## src/rtl/gain_scaler_pkg.sv

```systemverilog
package gain_scaler_pkg;

    localparam int unsigned GSC_DEFAULT_W = 8;

    function automatic int unsigned gsc_prod_w(input int unsigned w);
        return 2 * w;
    endfunction

    function automatic int unsigned gsc_sum_w(input int unsigned w);
        return 2 * w + 1;
    endfunction

endpackage

```

## src/rtl/gsc_mult.sv

```systemverilog
module gsc_mult #(
    parameter int unsigned W = gain_scaler_pkg::GSC_DEFAULT_W,
    localparam int unsigned PW = gain_scaler_pkg::gsc_prod_w(W)
) (
    input  logic [W-1:0]  whole_i,
    input  logic [W-1:0]  frac_i,
    output logic [PW-1:0] prod_o
);
    // Integer-only times fraction-only: upper W bits are integer, lower W are fraction.
    always_comb begin
        prod_o = PW'(whole_i) * PW'(frac_i);
    end
endmodule

```

## src/rtl/gsc_round.sv

```systemverilog
module gsc_round #(
    parameter int unsigned W = gain_scaler_pkg::GSC_DEFAULT_W,
    localparam int unsigned PW = gain_scaler_pkg::gsc_prod_w(W),
    localparam int unsigned SW = gain_scaler_pkg::gsc_sum_w(W)
) (
    input  logic [PW-1:0] prod_i,
    output logic [W-1:0]  int_o,
    output logic          carry_o
);
    localparam logic [SW-1:0] HALF_LSB = SW'(1) << (W - 1);

    typedef struct packed {
        logic         carry;
        logic [W-1:0] whole;
        logic [W-1:0] frac;
    } sum_t;

    sum_t sum;

    always_comb begin
        sum     = sum_t'({1'b0, prod_i} + HALF_LSB);
        int_o   = sum.whole;
        carry_o = sum.carry;
    end
endmodule

```

## src/rtl/gain_scaler.sv

```systemverilog
module gain_scaler #(
    parameter int unsigned W = gain_scaler_pkg::GSC_DEFAULT_W
) (
    input  logic         clk,
    input  logic         rst,
    input  logic         valid_in,
    input  logic [W-1:0] sample_in,
    input  logic [W-1:0] gain_in,
    output logic         valid_out,
    output logic [W-1:0] result_out
);
    localparam int unsigned PW = gain_scaler_pkg::gsc_prod_w(W);

    typedef struct packed {
        logic         vld;
        logic [W-1:0] val;
    } stage_t;

    logic [PW-1:0] product;
    logic [W-1:0]  rounded;
    logic          round_carry;
    stage_t        stage_q;

    gsc_mult #(.W(W)) mult_i (
        .whole_i (sample_in),
        .frac_i  (gain_in),
        .prod_o  (product)
    );

    gsc_round #(.W(W)) round_i (
        .prod_i  (product),
        .int_o   (rounded),
        .carry_o (round_carry)
    );

    always_ff @(posedge clk) begin
        if (rst) begin
            stage_q <= '0;
        end else begin
            stage_q.vld <= valid_in;
            if (valid_in) begin
                stage_q.val <= rounded;
            end
        end
    end

    assign valid_out  = stage_q.vld;
    assign result_out = stage_q.val;
endmodule

```

## config.mk

```make
export PLATFORM = sky130hd
export DESIGN_NAME = gain_scaler
export DESIGN_NICKNAME = d
export VERILOG_FILES = /design/src/rtl/gain_scaler_pkg.sv /design/src/rtl/gsc_mult.sv /design/src/rtl/gsc_round.sv /design/src/rtl/gain_scaler.sv
export SDC_FILE = /design/constraint.sdc
export NUM_CORES = 1
export LEC_CHECK = 0
export BUFFER_PORTS_ARGS = -buffer_cell sky130_fd_sc_hd__buf_4
export CAP_MARGIN = 10
export CORE_UTILIZATION = 60
export CTS_CLUSTER_SIZE = 12
export DETAILED_ROUTE_END_ITERATION = 10
export GPL_TIMING_DRIVEN = 1
export MAX_ROUTING_LAYER = met4
export PLACE_DENSITY = 0.91
export SLEW_MARGIN = 15
export SYNTH_ARGS = -nofsm -noshare
export SYNTH_HDL_FRONTEND = slang
export SYNTH_SLANG_ARGS = --single-unit
```

## constraint.sdc

```tcl
create_clock -name clk -period 5.3 [get_ports clk]
set_input_delay 0 -clock clk [delete_from_list [all_inputs] [get_ports clk]]
set_output_delay 0 -clock clk [all_outputs]
set_load 0.005 [all_outputs]
```

# Word-level counts from Yosys, hierarchy flattened
# Cells that the tools add are included.
# W data, S select, Z words.
# classes
add_sub_neg	1
multipliers	1
# ops
operator	count
$add A16 B8 Y16 const B	1
$mul A8 B8 Y16	1
# totals
reg_bits	9
input_bits	19
out_inout_bits	9
elab_cells	4

# Longest topological paths before layout
# logic_depth
ltp_word	2
depth_mapped	15
ltp_nobuf	15

# Modules after synthesis
# Synthesis repeated with hierarchy kept, for this count alone.
# hier_totals
cells_unflattened	293
hier_area_um2	2575.0
# modules_own_cells
mod	instances	cells_each	area_per_inst_um2	seq_area_each_um2
gsc_mult	1	243	2114.5	0.0
gain_scaler	1	28	312.8	180.2
gsc_round	1	22	147.6	0.0

# Worst setup path before layout
# No wires, ideal clock.
# synth_timing
path_kind	input to register
from	input gain_in[7]
to	register stage_q, in the netlist result_out[6]
setup_ns	0.117
t_arrival_ns	3.593
required_ns	5.183
setup_slack_ns	1.590
stages	13
path_buffers	0
path_cell_list	and2_1 -> fa_1 -> fa_1 -> fa_1 -> inv_1 -> fa_1 -> inv_1 -> ha_1 -> o211a_1 -> inv_1 -> nor3_1 -> or4_1 -> a32o_1
# synth_via
elab_chain_len	2
# synth_lines
element	line	source
start: declaration	gain_scaler.sv:8	input logic [W-1:0] gain_in,
$mul A8 B8 Y16	gsc_mult.sv:11	prod_o = PW'(whole_i) * PW'(frac_i);
$add A16 B8 Y16	gsc_round.sv:21	sum = sum_t'({1'b0, prod_i} + HALF_LSB);
end: declaration	gain_scaler.sv:22	stage_t stage_q;
# No other way between the ends.
# A chain may end at the register's enable or synchronous reset.

# Final worst setup path
# layout_timing
from	input gain_in[7]
to	register stage_q, in the netlist result_out[3]
# The elaborated chain is that of the path after synthesis.

==> flow_summary.ini <==
[sta]
layout_worst_path_cycle_share_pct = 72.09
fin_tns_setup_ns = 0
finalWorstPathRequiredPeriod_ns = 3.821
max_clock_freq_mhz = 261.7
finClkSkew_ns = 0
hold_vio_cnt_final = 0
pins_over_slew_limit = 0
timing.max_slew.rel_slack_pct = 70.55
final.hold.worst_slack_ns = 0.08572
unrepaired_setup_endpoints_after_global_routing = false
transition_at_the_pin_with_the_smallest_max_transition_slack_ns = 0.4401
final-setup-viol-count = 0

[pwr]
power.density_nw_per_um2 = 308.7
p_leak_nw = 1.380
max-vdd-ir-drop_v = 0.0002666

[clock_network]
clkLatencyLatePin_ns = 0.24
cts-root-buf = clkbuf_8
cts_tree = built
clock_sinks = 9
clkSlewWorstSetupHoldPaths_ns = 0.05
ctsLongestPathBuffers = 2
h_tree_depth = 1
post_cts.repair.setup_buffers = 0
tritoncts_buffer_count = 3

[final_layout]
nets = 382
final_area_um2 = 2615
antennaDiodeCount = 0
fillCellCount = 293
area_growth_pct = 13.83
layout-drive-gt1-share_pct = 11.38

[synthesis]
synth_compound_gate_area_share_pct = 11.87
ys.flop_type = dfxtp_1
fraction_of_synthesized_cell_area_taken_by_the_top_area_cell_type_pct = 30.50
seq_area_frac_synth_pct = 7.843
yosys.cell_count.top_type = inv_1
synthXorXnorAreaFrac_pct = 0.7625
dominant_combinational_cell_family_by_area_after_synthesis = adder cells
synth-seq-cells = 9
synth-edff-count = 0
synth-warning-count = 0
synth_async_sr_flop_share_pct = 0
post_synth_most_frequent_cells = inv_1 (50), and2_1 (42), ha_1 (37)
yosys.cell_types.count = 36
post_syn_area_um2 = 2297
synth_fp_nets = 349
synth.avg_cell_area_um2 = 8.904
largest_cells_by_area_after_synthesis = fa_1 (31%), ha_1 (20%), and2_1 (11%), inv_1 (8.2%), dfxtp_1 (7.8%)
synthDominantAreaCellType = fa_1
post_synth_fa_ha_maj_area_fraction_pct = 50.65
syn_inst = 258
synthSimpleGateAreaFrac_pct = 20.70
synth.area.mux_share_pct = 0

[worst_setup_path]
timing.critical_path.arrival_ns = 3.96
worstSetupPathType = in2reg
timing.critical_path.fanout_max = 8
startpoint = gain_in[7]
ff2ff_setup_slack_ns = 4.59
critical_path.startpoint_type = primary input
setup.worst_path.end_class = flip-flop
regToRegStartpoint = result_out[1]
worst-endpoint-required_ns = 5.44

[floorplan]
fp-row-count = 22
floorplan.io_pins = 28
floorplan.die_area_um2 = 4080
dieWidth_um = 63.88
core_um2 = 3661
initial_utilization_pct = 62.75
die_y_um = 63.88

[grt]
met3_usage_pct = 3.571
grt.total_usage_pct = 26.65
global_route.usage.met2_pct = 47.34
grt_pass1_vias = 1927
grt_remaining_overflow = 0
grt_first_pass_wirelength_um = 8245
grt_start_max_net_pins = 9
grt.met1_usage_pct = 31.99
top_usage_layer = met2
antenna_violations_before_repair = 0

[run]
drv_cap = 0

[hold_path]
holdCritStartpoint = valid_in
worst_hold_path_type = in2reg

[placed_design]
io_buffer_count = 27
place_hpwl_um = 4117
gpl.final_weighted_congestion = 0.9243
postPlaceCellArea_um2 = 2560

[drt]
routed-via-count = 1868
drt_first_iter_violations = 68
via_per_inst = 5.527
route.final.wire_length_um = 4778
number_of_nets_with_antenna_violations_after_detailed_routing = 0
post-route-drc-count = 0
detail_route.wl_per_cell_um = 14.14
firstDrtPassIters = 4

[status]
status = complete, no violations
## cell type report
type / instances / area (um^2) / area share (%)
Clock buffer: 4 / 45.04 / 1.722
Inverter: 50 / 187.7 / 7.177
Multi-Input combinational cell: 199 / 1929 / 73.78
Sequential cell: 9 / 180.2 / 6.890
Tap cell: 48 / 60.06 / 2.297
Timing Repair Buffer: 28 / 212.7 / 8.134
## critical path: stages
cell	delay [ns]
buf_4	0.13
and2_1	0.17
fa_1	0.52
fa_1	0.53
fa_1	0.54
inv_1	0.05
fa_1	0.52
inv_1	0.04
ha_1	0.32
a21o_1	0.19
a21o_1	0.17
a32oi_1	0.34
nand3_1	0.15
a32o_1	0.27
## what timing repair did
item | CTS | global route
endpoints found under the hold margin | 1 | 0
hold buffers | 1 | 0
resized for setup | 0 | 0
## state kept, by name (all words and copies together) (netlist names)
signal,count
valid_out,1
result_out,8
## worst paths after layout
kind,to,cells after the start
worst max register to register,result_out[1],1
worst min-delay path,result_out[2],3
worst max-delay path,result_out[3],14
worst min register to register,result_out[7],2
## power breakdown
part / switching (mW) / leakage, nW / internal (mW) / total [mW]
combinational: 0.353 / 1.28 / 0.272 / 0.625
clock: 0.0317 / 0.0228 / 0.0528 / 0.0845
sequential: 0.0104 / 0.0741 / 0.0876 / 0.0980
## placed cells by master (no fill, tap or decap), types with 3 or more instances in the layout
master / count
a21o_1: 3
ha_1: 37
and2_1: 42
o21ai_0: 6
nor2_1: 3
and3_1: 4
nand2b_1: 4
dfxtp_1: 9
fa_1: 35
buf_4: 27
a21oi_1: 8
clkbuf_8: 3
inv_1: 50
nand2_1: 26
## per-stage QoR
stage                     instances  total power, mW  utilization, %  setup WS [ns]
final                           338           0.8073           71.43          1.479
after global routing            338           0.8983           71.43          1.331
after CTS                       338           0.8041           71.43          1.516
after detailed placement        333           0.7149           69.92          1.261
after global placement          333           0.6804           69.92          1.337
after floorplan                 258           0.5486               -          1.590
## kinds of logic after synthesis
family | count (synthesis)
flops | 9
simple gates | 87
fa+ha+maj | 72
xor+xnor | 2
buf+inv | 50
compound gates | 38
## per-layer routing
metal | part of all wire (%) | vias up | wire length [um]
met5 | 0 | - | 0
met4 | 1.6 | 0 | 78
met3 | 3.6 | 11 | 174
met2 | 52 | 40 | 2489
met1 | 43 | 910 | 2036
li1 | - | 907 | -
(Power assumes the default switching activity.)
